$ cat src/rtl/vtpg_pkg.sv
package vtpg_pkg;

   localparam int COMP_W = 10;
   localparam int WORD_W = 2 * COMP_W;

   typedef enum logic [1:0] {
      PAT_BLACK = 2'd0,
      PAT_PLL   = 2'd1,
      PAT_EQ    = 2'd2,
      PAT_BARS  = 2'd3
   } pat_e;

   typedef struct packed {
      logic hd;
      pat_e pat;
      logic filt;
   } cfg_t;

   typedef struct packed {
      logic [COMP_W-1:0] y;
      logic [COMP_W-1:0] cb;
      logic [COMP_W-1:0] cr;
   } ycc_t;

   localparam logic [COMP_W-1:0] LVL_BLK_Y = 10'h040;
   localparam logic [COMP_W-1:0] LVL_MID_C = 10'h200;
   localparam logic [COMP_W-1:0] LVL_EQ_Y  = 10'h198;
   localparam logic [COMP_W-1:0] LVL_EQ_C  = 10'h300;
   localparam logic [COMP_W-1:0] LVL_PLL_Y = 10'h110;
   localparam logic [COMP_W-1:0] LVL_PLL_C = 10'h200;

   // 75% amplitude bars, left to right
   function automatic ycc_t bar_colour(input logic [2:0] idx);
      ycc_t c;
      unique case (idx)
         3'd0: c = '{y: 10'h2D0, cb: 10'h200, cr: 10'h200};
         3'd1: c = '{y: 10'h288, cb: 10'h0B0, cr: 10'h238};
         3'd2: c = '{y: 10'h20C, cb: 10'h270, cr: 10'h0B0};
         3'd3: c = '{y: 10'h1C0, cb: 10'h120, cr: 10'h0E8};
         3'd4: c = '{y: 10'h150, cb: 10'h2E0, cr: 10'h318};
         3'd5: c = '{y: 10'h104, cb: 10'h190, cr: 10'h350};
         3'd6: c = '{y: 10'h08C, cb: 10'h350, cr: 10'h1C8};
         default: c = '{y: 10'h040, cb: 10'h200, cr: 10'h200};
      endcase
      return c;
   endfunction

   function automatic logic [COMP_W-1:0] mid(input logic [COMP_W-1:0] a,
                                             input logic [COMP_W-1:0] b);
      logic [COMP_W:0] s;
      s = {1'b0, a} + {1'b0, b};
      return s[COMP_W:1];
   endfunction

endpackage

$ cat src/rtl/vtpg_rate.sv
module vtpg_rate #(
   parameter int SD_DIV = 2
) (
   input  logic clk,
   input  logic rst_n,
   input  logic run,
   input  logic hd,
   output logic ce
);

   if (SD_DIV < 1) begin : g_bad_div
      $error("vtpg_rate: SD_DIV must be at least 1");
   end

   if (SD_DIV == 1) begin : g_full_rate
      assign ce = run;
   end else begin : g_divided
      localparam int DIV_W = $clog2(SD_DIV);
      localparam logic [DIV_W-1:0] DIV_LAST = DIV_W'(SD_DIV - 1);
      logic [DIV_W-1:0] div_q;

      always_ff @(posedge clk or negedge rst_n) begin
         if (!rst_n) begin
            div_q <= '0;
         end else if (!run || div_q == DIV_LAST) begin
            div_q <= '0;
         end else begin
            div_q <= div_q + 1'b1;
         end
      end

      assign ce = run && (hd || div_q == DIV_LAST);

      assert_sd_gap_R3: assert property (@(posedge clk) disable iff (!rst_n)
         (run && !hd && ce) |=> !ce);
   end

endmodule

$ cat src/rtl/vtpg_raster.sv
module vtpg_raster #(
   parameter int SD_H_TOTAL = 858,
   parameter int SD_H_ACT   = 720,
   parameter int SD_V_TOTAL = 262,
   parameter int SD_V_ACT   = 240,
   parameter int HD_H_TOTAL = 2200,
   parameter int HD_H_ACT   = 1920,
   parameter int HD_V_TOTAL = 562,
   parameter int HD_V_ACT   = 540,
   parameter int N_BARS     = 8
) (
   input  logic       clk,
   input  logic       rst_n,
   input  logic       run,
   input  logic       ce,
   input  logic       hd,
   output logic       h_odd,
   output logic       active,
   output logic       upper,
   output logic       line_last,
   output logic       field_last,
   output logic [2:0] bar_idx,
   output logic       bar_first
);

   localparam int H_MAX  = (SD_H_TOTAL > HD_H_TOTAL) ? SD_H_TOTAL : HD_H_TOTAL;
   localparam int V_MAX  = (SD_V_TOTAL > HD_V_TOTAL) ? SD_V_TOTAL : HD_V_TOTAL;
   localparam int H_W    = $clog2(H_MAX + 1);
   localparam int V_W    = $clog2(V_MAX + 1);
   localparam int SD_BW  = SD_H_ACT / N_BARS;
   localparam int HD_BW  = HD_H_ACT / N_BARS;
   localparam int BW_MAX = (SD_BW > HD_BW) ? SD_BW : HD_BW;
   localparam int B_W    = $clog2(BW_MAX + 1);

   if (N_BARS != 8) begin : g_bad_bars
      $error("vtpg_raster: the bar table holds exactly eight colours");
   end
   if (SD_H_ACT % N_BARS != 0 || HD_H_ACT % N_BARS != 0) begin : g_bad_width
      $error("vtpg_raster: active width must divide into equal bars");
   end
   if (SD_H_ACT >= SD_H_TOTAL || HD_H_ACT >= HD_H_TOTAL) begin : g_bad_hblank
      $error("vtpg_raster: each line needs horizontal blanking");
   end
   if (SD_V_ACT > SD_V_TOTAL || HD_V_ACT > HD_V_TOTAL || SD_V_ACT < 2 || HD_V_ACT < 2) begin : g_bad_v
      $error("vtpg_raster: active line count out of range");
   end

   logic [H_W-1:0] h_q, h_last, h_act;
   logic [V_W-1:0] v_q, v_last, v_act, v_half;
   logic [B_W-1:0] bpos_q, bw_last;
   logic [2:0]     bidx_q;
   logic           h_in_act;

   assign h_last  = hd ? H_W'(HD_H_TOTAL - 1) : H_W'(SD_H_TOTAL - 1);
   assign h_act   = hd ? H_W'(HD_H_ACT)       : H_W'(SD_H_ACT);
   assign v_last  = hd ? V_W'(HD_V_TOTAL - 1) : V_W'(SD_V_TOTAL - 1);
   assign v_act   = hd ? V_W'(HD_V_ACT)       : V_W'(SD_V_ACT);
   assign v_half  = hd ? V_W'(HD_V_ACT / 2)   : V_W'(SD_V_ACT / 2);
   assign bw_last = hd ? B_W'(HD_BW - 1)      : B_W'(SD_BW - 1);

   assign h_in_act = h_q < h_act;

   always_ff @(posedge clk or negedge rst_n) begin
      if (!rst_n) begin
         h_q    <= '0;
         v_q    <= '0;
         bpos_q <= '0;
         bidx_q <= '0;
      end else if (!run) begin
         h_q    <= '0;
         v_q    <= '0;
         bpos_q <= '0;
         bidx_q <= '0;
      end else if (ce) begin
         if (h_q == h_last) begin
            h_q    <= '0;
            v_q    <= (v_q == v_last) ? '0 : v_q + 1'b1;
            bpos_q <= '0;
            bidx_q <= '0;
         end else begin
            h_q <= h_q + 1'b1;
            if (h_in_act) begin
               if (bpos_q == bw_last) begin
                  bpos_q <= '0;
                  bidx_q <= bidx_q + 1'b1;
               end else begin
                  bpos_q <= bpos_q + 1'b1;
               end
            end
         end
      end
   end

   assign h_odd      = h_q[0];
   assign active     = h_in_act && (v_q < v_act);
   assign upper      = v_q < v_half;
   assign line_last  = h_q == h_last;
   assign field_last = line_last && (v_q == v_last);
   assign bar_idx    = bidx_q;
   assign bar_first  = (bpos_q == '0) && (bidx_q != 3'd0);

   assert_h_range_R4: assert property (@(posedge clk) disable iff (!rst_n)
      run |-> (h_q <= h_last && v_q <= v_last));

   assert_bar_range_R8: assert property (@(posedge clk) disable iff (!rst_n)
      (run && active) |-> bpos_q <= bw_last);

endmodule

$ cat src/rtl/vtpg_pattern.sv
module vtpg_pattern import vtpg_pkg::*; #(
   parameter bit FILTER_EN = 1'b1
) (
   input  logic              clk,
   input  logic              rst_n,
   input  logic              run,
   input  logic              ce,
   input  cfg_t              cfg,
   input  logic              h_odd,
   input  logic              active,
   input  logic              upper,
   input  logic              line_last,
   input  logic              field_last,
   input  logic [2:0]        bar_idx,
   input  logic              bar_first,
   output logic [WORD_W-1:0] vid_data,
   output logic              pix_ce,
   output logic              vid_active,
   output logic              vid_lend,
   output logic              vid_fend
);

   ycc_t bar_cur, bar_col, px;
   logic [WORD_W-1:0] word;

   assign bar_cur = bar_colour(bar_idx);

   if (FILTER_EN) begin : g_filter
      ycc_t bar_prev, bar_soft;
      assign bar_prev = bar_colour(bar_idx - 3'd1);
      assign bar_soft = '{y:  mid(bar_prev.y,  bar_cur.y),
                          cb: mid(bar_prev.cb, bar_cur.cb),
                          cr: mid(bar_prev.cr, bar_cur.cr)};
      assign bar_col  = (cfg.filt && bar_first) ? bar_soft : bar_cur;
   end else begin : g_plain
      logic unused_filter;
      assign unused_filter = cfg.filt ^ bar_first;
      assign bar_col       = bar_cur;
   end

   always_comb begin
      px = '{y: LVL_BLK_Y, cb: LVL_MID_C, cr: LVL_MID_C};
      if (active) begin
         unique case (cfg.pat)
            PAT_BLACK: ;
            PAT_PLL:   if (!upper) px = '{y: LVL_PLL_Y, cb: LVL_PLL_C, cr: LVL_PLL_C};
            PAT_EQ:    if (upper)  px = '{y: LVL_EQ_Y,  cb: LVL_EQ_C,  cr: LVL_EQ_C};
            PAT_BARS:  px = bar_col;
            default:   ;
         endcase
      end
      word = {px.y, h_odd ? px.cr : px.cb};
   end

   always_ff @(posedge clk or negedge rst_n) begin
      if (!rst_n) begin
         vid_data   <= '0;
         pix_ce     <= 1'b0;
         vid_active <= 1'b0;
         vid_lend   <= 1'b0;
         vid_fend   <= 1'b0;
      end else if (!run) begin
         vid_data   <= '0;
         pix_ce     <= 1'b0;
         vid_active <= 1'b0;
         vid_lend   <= 1'b0;
         vid_fend   <= 1'b0;
      end else begin
         pix_ce   <= ce;
         vid_lend <= ce && line_last;
         vid_fend <= ce && field_last;
         if (ce) begin
            vid_data   <= word;
            vid_active <= active;
         end
      end
   end

   assert_blank_word_R4: assert property (@(posedge clk) disable iff (!rst_n)
      (pix_ce && !vid_active) |-> vid_data == {LVL_BLK_Y, LVL_MID_C});

   assert_fend_line_R4: assert property (@(posedge clk) disable iff (!rst_n)
      vid_fend |-> (pix_ce && vid_lend && !vid_active));

endmodule

$ cat src/rtl/vtpg_check.sv
module vtpg_check import vtpg_pkg::*; #(
   parameter int CSUM_W      = 24,
   parameter int PASS_FIELDS = 2
) (
   input  logic              clk,
   input  logic              rst_n,
   input  logic              run,
   input  logic              pix_ce,
   input  logic              vid_active,
   input  logic              vid_lend,
   input  logic              vid_fend,
   input  logic [WORD_W-1:0] vid_data,
   input  logic [WORD_W-1:0] lb_data,
   output logic              pass
);

   localparam int F_W = $clog2(PASS_FIELDS + 1);
   localparam logic [F_W-1:0] F_GOAL = F_W'(PASS_FIELDS);

   if (CSUM_W < WORD_W) begin : g_bad_csum
      $error("vtpg_check: checksum narrower than a sample word");
   end
   if (PASS_FIELDS < 1) begin : g_bad_fields
      $error("vtpg_check: at least one field must elapse before pass");
   end

   logic [CSUM_W-1:0] acc_ref_q, acc_lb_q, sum_ref, sum_lb;
   logic [F_W-1:0]    fcnt_q, fcnt_n;
   logic              fail_q, fail_n, mism;

   assign sum_ref = acc_ref_q + (vid_active ? CSUM_W'(vid_data) : '0);
   assign sum_lb  = acc_lb_q  + (vid_active ? CSUM_W'(lb_data)  : '0);
   assign mism    = pix_ce && vid_lend && (sum_ref != sum_lb);
   assign fail_n  = fail_q || mism;
   assign fcnt_n  = (pix_ce && vid_fend && fcnt_q != F_GOAL) ? fcnt_q + 1'b1 : fcnt_q;

   always_ff @(posedge clk or negedge rst_n) begin
      if (!rst_n) begin
         acc_ref_q <= '0;
         acc_lb_q  <= '0;
         fcnt_q    <= '0;
         fail_q    <= 1'b0;
         pass      <= 1'b0;
      end else if (!run) begin
         acc_ref_q <= '0;
         acc_lb_q  <= '0;
         fcnt_q    <= '0;
         fail_q    <= 1'b0;
         pass      <= 1'b0;
      end else begin
         if (pix_ce) begin
            acc_ref_q <= vid_lend ? '0 : sum_ref;
            acc_lb_q  <= vid_lend ? '0 : sum_lb;
         end
         fcnt_q <= fcnt_n;
         fail_q <= fail_n;
         pass   <= !fail_n && (fcnt_n == F_GOAL);
      end
   end

   assert_fail_sticky_R11: assert property (@(posedge clk) disable iff (!rst_n)
      (run && fail_q) |=> (fail_q || !run));

   assert_pass_clean_R10: assert property (@(posedge clk) disable iff (!rst_n)
      pass |-> !fail_q);

   assert_pass_at_field_R10: assert property (@(posedge clk) disable iff (!rst_n)
      $rose(pass) |-> $past(pix_ce && vid_fend));

endmodule

$ cat src/rtl/vtpg_top.sv
module vtpg_top import vtpg_pkg::*; #(
   parameter int SD_H_TOTAL  = 858,
   parameter int SD_H_ACT    = 720,
   parameter int SD_V_TOTAL  = 262,
   parameter int SD_V_ACT    = 240,
   parameter int HD_H_TOTAL  = 2200,
   parameter int HD_H_ACT    = 1920,
   parameter int HD_V_TOTAL  = 562,
   parameter int HD_V_ACT    = 540,
   parameter int SD_DIV      = 2,
   parameter bit FILTER_EN   = 1'b1,
   parameter int CSUM_W      = 24,
   parameter int PASS_FIELDS = 2
) (
   input  logic        clk,
   input  logic        rst_n,
   input  logic        tpg_en,
   input  logic [5:0]  pat_code,
   input  logic        filt_en,
   input  logic [19:0] lb_data,
   output logic [19:0] vid_data,
   output logic        pix_ce,
   output logic        vid_active,
   output logic        vid_fend,
   output logic        hd_mode,
   output logic        pass
);

   logic run, ce, h_odd, active, upper, line_last, field_last, bar_first, vid_lend;
   logic [2:0] bar_idx;
   cfg_t cfg;
   logic unused_code_bits;

   assign unused_code_bits = ^pat_code[4:2];

   always_ff @(posedge clk or negedge rst_n) begin
      if (!rst_n) begin
         run <= 1'b0;
         cfg <= '0;
      end else begin
         run <= tpg_en;
         if (tpg_en && !run) begin
            cfg <= '{hd: pat_code[5], pat: pat_e'(pat_code[1:0]), filt: filt_en};
         end
      end
   end

   assign hd_mode = cfg.hd;

   vtpg_rate #(.SD_DIV(SD_DIV)) rate_i (
      .clk(clk), .rst_n(rst_n), .run(run), .hd(cfg.hd), .ce(ce)
   );

   vtpg_raster #(
      .SD_H_TOTAL(SD_H_TOTAL), .SD_H_ACT(SD_H_ACT),
      .SD_V_TOTAL(SD_V_TOTAL), .SD_V_ACT(SD_V_ACT),
      .HD_H_TOTAL(HD_H_TOTAL), .HD_H_ACT(HD_H_ACT),
      .HD_V_TOTAL(HD_V_TOTAL), .HD_V_ACT(HD_V_ACT),
      .N_BARS(8)
   ) raster_i (
      .clk(clk), .rst_n(rst_n), .run(run), .ce(ce), .hd(cfg.hd),
      .h_odd(h_odd), .active(active), .upper(upper),
      .line_last(line_last), .field_last(field_last),
      .bar_idx(bar_idx), .bar_first(bar_first)
   );

   vtpg_pattern #(.FILTER_EN(FILTER_EN)) pattern_i (
      .clk(clk), .rst_n(rst_n), .run(run), .ce(ce), .cfg(cfg),
      .h_odd(h_odd), .active(active), .upper(upper),
      .line_last(line_last), .field_last(field_last),
      .bar_idx(bar_idx), .bar_first(bar_first),
      .vid_data(vid_data), .pix_ce(pix_ce), .vid_active(vid_active),
      .vid_lend(vid_lend), .vid_fend(vid_fend)
   );

   vtpg_check #(.CSUM_W(CSUM_W), .PASS_FIELDS(PASS_FIELDS)) check_i (
      .clk(clk), .rst_n(rst_n), .run(run), .pix_ce(pix_ce),
      .vid_active(vid_active), .vid_lend(vid_lend), .vid_fend(vid_fend),
      .vid_data(vid_data), .lb_data(lb_data), .pass(pass)
   );

   assert_cfg_hold_R2: assert property (@(posedge clk) disable iff (!rst_n)
      (run && $past(run)) |-> $stable(cfg));

   assert_idle_quiet_R12: assert property (@(posedge clk) disable iff (!rst_n)
      !run |=> !pix_ce);

endmodule

$ cat config.mk
export PLATFORM = sky130hd
export DESIGN_NAME = vtpg_top
export DESIGN_NICKNAME = d
export VERILOG_FILES = /design/src/rtl/vtpg_pkg.sv /design/src/rtl/vtpg_rate.sv /design/src/rtl/vtpg_raster.sv /design/src/rtl/vtpg_pattern.sv /design/src/rtl/vtpg_check.sv /design/src/rtl/vtpg_top.sv
export SDC_FILE = /design/constraint.sdc
export NUM_CORES = 1
export LEC_CHECK = 0
export BUFFER_PORTS_ARGS = -buffer_cell sky130_fd_sc_hd__buf_2
export CAP_MARGIN = 10
export CORE_MARGIN = 1
export CORE_UTILIZATION = 57
export CTS_BUF_LIST = sky130_fd_sc_hd__clkbuf_8 sky130_fd_sc_hd__clkbuf_16
export DETAILED_ROUTE_END_ITERATION = 10
export PLACE_DENSITY = 0.78
export SETUP_SLACK_MARGIN = 0.5
export SYNTH_ARGS = -nofsm -noshare
export SYNTH_HDL_FRONTEND = slang
export SYNTH_SLANG_ARGS = --single-unit
$ cat constraint.sdc
create_clock -name clk -period 3.3 [get_ports clk]
set_input_delay 0.165 -clock clk [delete_from_list [all_inputs] [get_ports clk]]
set_output_delay 0.165 -clock clk [all_outputs]
set_load 0.1 [all_outputs]
Yosys cells after proc, flatten, opt, wreduce, memory -nomap -nowiden. Cells that the tools add are included.

Bits in registers: 115. Bits of input ports: 30. Output and inout port bits: 25. Logic and storage cells: 136.

Add/subtract/negate cells: 12. Order comparisons: 3. Equality and inequality tests: 26. Multiplexer cells: 51. Reductions and logical operators: 25.

Operators by type and width (number): 30-bit case mux with 7 select lines (2); 24-bit 2-to-1 mux (6); 30-bit case mux with 3 select lines (1); 20-bit 2-to-1 mux (4); 10-bit 2-to-1 mux (7); 30-bit 2-to-1 mux (2); 29-bit 2-to-1 mux (2); 24-bit adder (2); 12-bit 2-to-1 mux (4); 8-bit 2-to-1 mux (6); 10-bit by 10-bit adder with 11-bit output (3); 24-bit != test (1); 10-bit < comparator (2); 3-bit == test (second input constant) (6); 3-bit 2-to-1 mux (5); 1-bit logical AND (13); 12-bit by 1-bit adder with 12-bit output (second input constant) (1); 12-bit == test (1); 3-bit by 2-bit == test with 1-bit output (second input constant) (4); 12-bit < comparator (1); 11-bit 2-to-1 mux (1); 10-bit by 1-bit adder with 10-bit output (second input constant) (1); 10-bit == test (1); 9-bit 2-to-1 mux (1); 21 further kinds (40).

Depth between registers and ports, before layout.
Depth after elaboration: 10. Depth in mapped cells: 17. Mapped depth without buffers: 16.

Modules after synthesis. From an unflattened synthesis, not the netlist that was laid out.

Cell total of the unflattened synthesis: 1155. Area total of the unflattened synthesis: 10012.1 um2.

Modules (own cells, without submodules): vtpg_check (times used 1, cells an instance 593, area each 5225.0 um2, seq. area each 1301.2 um2); vtpg_pattern (times used 1, cells an instance 304, area each 2277.2 um2, seq. area each 525.5 um2); vtpg_raster (times used 1, cells an instance 245, area each 2272.2 um2, seq. area each 825.8 um2); vtpg_top (times used 1, cells an instance 10, area each 198.9 um2, seq. area each 125.1 um2); vtpg_rate (times used 1, cells an instance 3, area each 38.8 um2, seq. area each 25.0 um2).

Worst setup path before layout. Ideal clock, no wire load.

Path kind: reg2reg. Start point: register pattern_i.vid_active. End point: register check_i.fail_q. Setup time: 0.119 ns. Data arrival time: 4.027 ns. Required time: 3.181 ns. Setup slack: -0.846 ns. Stages on the path, launching flop included: 16. Path buffers: 1. Period minus slack after synthesis: 4.146 ns. Cells stage by stage: dfrtp_1 > clkbuf_1 > and2_1 > ha_1 > inv_1 > fa_1 > nand2b_1 > a21oi_2 > o21ai_2 > o31ai_1 > a21boi_2 > xnor3_1 > or3_1 > nor4_2 > a31oi_1 > and2_1.

Word-level cells in the longest chain between the ends: 6. Elaborated cells on any way between the ends: 8. Those cells by class: 2 x add/sub; 1 x eq/ne; 3 x mux; 2 x reduce/logical.

Ends and longest elaborated chain: start: declaration (line vtpg_pattern.sv:18) `output logic vid_active,`; start signal: assignment (line vtpg_pattern.sv:74) `vid_active <= active;`; 20-bit 2-to-1 mux, on equally long branches (line vtpg_check.sv:31, vtpg_check.sv:32); 24-bit adder, on equally long branches (line vtpg_check.sv:31, vtpg_check.sv:32); 24-bit != test (*) (line vtpg_check.sv:33) `assign mism = pix_ce && vid_lend && (sum_ref != sum_lb);`; 1-bit logical AND (*) (line vtpg_check.sv:33); 1-bit logical OR (*) (line vtpg_check.sv:34) `assign fail_n = fail_q || mism;`; 1-bit 2-to-1 mux (*) (line vtpg_check.sv:44) `end else if (!run) begin`; end signal: assignment (line vtpg_check.sv:56) `fail_q <= fail_n;`; end: declaration (line vtpg_check.sv:29) `logic fail_q, fail_n, mism;`.

Every way passes the cells marked *; elsewhere a longest branch is shown, timed or not. A chain may end at the register's enable or synchronous reset.

Worst setup path in the final report. Same ends and word-level chain as after synthesis.

==> flow_metrics.tcl <==
set metrics [dict create \
    run_status "finished, violations left" \
    violations "setup timing" \
    coreArea_sq_mm 0.01531 \
    ant_nets 0 \
    avgRoutedWirePerCell_um 17.87 \
    final_cell_mix "151 x buf_4, 106 x nand2_1, 97 x dfrtp_1, 77 x o21ai_0, 73 x nor2_1" \
    critPathRequiredTime_ns 3.57 \
    h-tree-depth 3 \
    critPathCaptureType "register" \
    grt_overflow 0 \
    finalCriticalPeriod_ns 3.492 \
    p_int_w 0.003083 \
    setup_ws_ns -0.1915 \
    synth.distinct_cells 88 \
    critical_path_class "reg -> reg" \
    async_flop_share_pct 100.0 \
    r2r_start "pattern_i.vid_active" \
    synth_cells 1057 \
    grt_pass1_vias 8487 \
    syn_to_final_growth_pct 33.89 \
    grt_antenna_before_repair 0 \
    synth_edf_count 0 \
    clk_latency_ns 0.37 \
    critPathArrivalTime_ns 3.76 \
    vias_per_cell 6.041 \
    worst_pin_slew_ns 0.7983 \
    sw_frac_of_total_pct 39.08 \
    grt.busiest_layer "met2" \
    cts_root_buf "clkbuf_16" \
    fin_crit_sh_pct 105.8 \
    cp_max_fo 18 \
    peakVddDrop_mv 0.4478 \
    synthesis.area_sq_mm 0.008995 \
    leakagePower_nw 5.615 \
    rsz0062_at_grt "yes" \
    synth_top_family_by_area "compound AO/OA/AOI/OAI gates" \
    final_common_cell "buf_4" \
    cts_buffer_depth 2 \
    dieArea_sq_mm 0.01629 \
    fin_nets 1348 \
    numPortBuffers 48 \
    seqPwrFrac_pct 29.9 \
    start_util_pct 58.73 \
    synthTopCellsByArea "dfrtp_1 31%, ha_1 11%, o21ai_0 5.5%" \
    via_count 8790 \
    tritoncts "built" \
    drc_errors 0 \
    synth_largest_area_cell "dfrtp_1" \
    grt_util_met1_pct 39.52 \
    clk_pin_slew_worst_paths_ns 0.09 \
    cts_sinks 110 \
    ys_seq_area_share_pct 30.60 \
    synth_ff_type "dfrtp_1" \
    layout-drive-gt1-share_pct 33.92 \
    yosys_warnings 0 \
    synth_xor_xnor_area_share_pct 8.151 \
    r2r_slack_ns -0.19 \
    track_usage_pct 31.50 \
    cts_buffers 9 \
    hold_viol_final 0 \
    synthMuxAreaShare_pct 1.655 \
    pwr_density_cell_mw_per_mm2 420.3 \
    io_pins 55 \
    die_y_um 127.6 \
    synthAdderAreaFrac_pct 11.24 \
    critPathLaunchType "register" \
    clock_skew_ns 0.01345 \
    firstDrtPassIters 7 \
    finalSetupTns_ns -0.2892 \
    switchingPower_w 0.001978 \
    syn_avg_cell_area_sq_um 8.510 \
    grt_first_pass_wirelength_um 41190 \
    min_from "pat_code[1]" \
    antennaDiodeCount 0 \
    met3_usage_pct 3.894 \
    dp_slack_ns -0.2078 \
    rows 45 \
    timing.final.max_slew_violations 0 \
    cp-startpoint "pattern_i.vid_active" \
    grt_max_degree 49 \
    max_cap_viol_count 0 \
    synth-compound-area-share_pct 22.98 \
    globalplace.congestion 0.9449 \
    synth-simple-area-share_pct 21.69 \
    hold_path_class "in -> reg" \
    routed_wl_um 26000 \
    hpwl_um 17530 \
    fmax_mhz 286.4 \
    drt_iter0_drc 671 \
    use_met2_pct 57.28 \
    finalSetupViolCount 2 \
    fp.dieW_um 127.6 \
    clkPwrFrac_pct 23.8 \
    relSlewSlack_pct 46.78 \
    synth.top_cell.area_share_pct 30.60 \
    power_frac_comb_pct 46.3 \
    ys_ff_latch 110 \
]
## registers in the layout, summed over array words and instances, names as in the netlist, 2 cells and up
signal              count
raster_i.bar_idx        3
pattern_i.vid_data     17
check_i.acc_lb_q       24
check_i.acc_ref_q      22
check_i.fcnt_q          2
raster_i.v_q           10
raster_i.bpos_q         8
cfg                     3
raster_i.h_q           12
## metal layers
layer  vias to the layer above  wire length [um]  part of all wire [%]
met1                      4254             10690                    41
met3                        62              1190                   4.6
met5                         -                 0                     0
met4                         0               639                   2.5
li1                       4167                 -                     -
met2                       307             13470                    52
## area by class of cell
class,instances,area (sq um)
Sequential cell,110,2774
Timing Repair Buffer,221,1633
Tap cell,211,264.0
Inverter,28,122.6
Multi-Input combinational cell,869,6924
Clock inverter,6,86.33
Clock buffer,10,239.0
Fill cell,1021,3272
## cells in the mapped netlist (11+ instances only)
library cell,n
nand4_1,14
nor3_1,22
inv_1,27
xnor2_1,35
nand2b_1,13
a21o_1,18
o31ai_1,11
ha_1,76
nand2_1,114
clkbuf_1,38
dfrtp_1,110
o21ai_0,98
nor2b_1,20
a22o_1,32
xor2_1,33
nor2_1,85
nand3_1,21
a21oi_1,57
and2_1,46
## per-stage QoR
stage	hold slack [ns]	power [W]	cells	utilization, %	instance area (sq um)
final	0.03876	0.005062	1455	78.64	12040
after global placement	0.2185	0.003322	1378	68.37	10470
after floorplan	-0.1306	0.002870	1059	-	9389
after global routing	0.03098	0.005340	1455	78.64	12040
after CTS	0.03582	0.004858	1436	75.46	11560
after detailed placement	0.2232	0.003359	1378	68.37	10470
## power groups by stage
stage | combinational (W) | clock [W] | sequential, W
3_3_place_gp | 0.00178 | 0 | 0.00154
5_1_grt | 0.00254 | 0.00128 | 0.00153
3_5_place_dp | 0.00182 | 0 | 0.00154
2_1_floorplan | 0.00120 | 0 | 0.00167
4_1_cts | 0.00213 | 0.00122 | 0.00151
6_report | 0.00235 | 0.00120 | 0.00151
## worst paths after layout
kind                                          end  depth (start not counted)
max                                check_i.fail_q                         15
min                                        cfg[2]                          2
max reg2reg                        check_i.fail_q                         15
min reg2reg                rate_i.g_divided.div_q                          1
max in group asynchronous         raster_i.v_q[9]                          3
min in group asynchronous     check_i.acc_lb_q[1]                          2
## worst max-delay path: stages (launching register included)
cell and delay (ns):
dfrtp_4 0.53, buf_12 0.17, and2_4 0.14, ha_4 0.30
buf_6 0.12, nand4_1 0.23, nor2_1 0.22, o21ai_0 0.11
buf_4 0.16, nand2_1 0.10, xor2_2 0.23, xnor2_1 0.13
or3_4 0.41, nor4_4 0.26, a31oi_1 0.14, and2_1 0.15
## repair_timing
item,4_1_cts,5_1_grt
setup buffers,39,19
setup endpoints to repair,19,34
pin swaps,52,49
gates resized for setup,89,87
hold endpoints to repair,47,0
hold buffers,3,0
## logic make-up after synthesis
kind of cell,Yosys count
muxes,13
DFF,110
adders and majority gates,79
buffers and inverters,80
and+or+nand+nor,389
other,1
AOI/OAI and AO/OA,311
xor gates and xnor gates,74
Power figures use the tool's default switching activity.
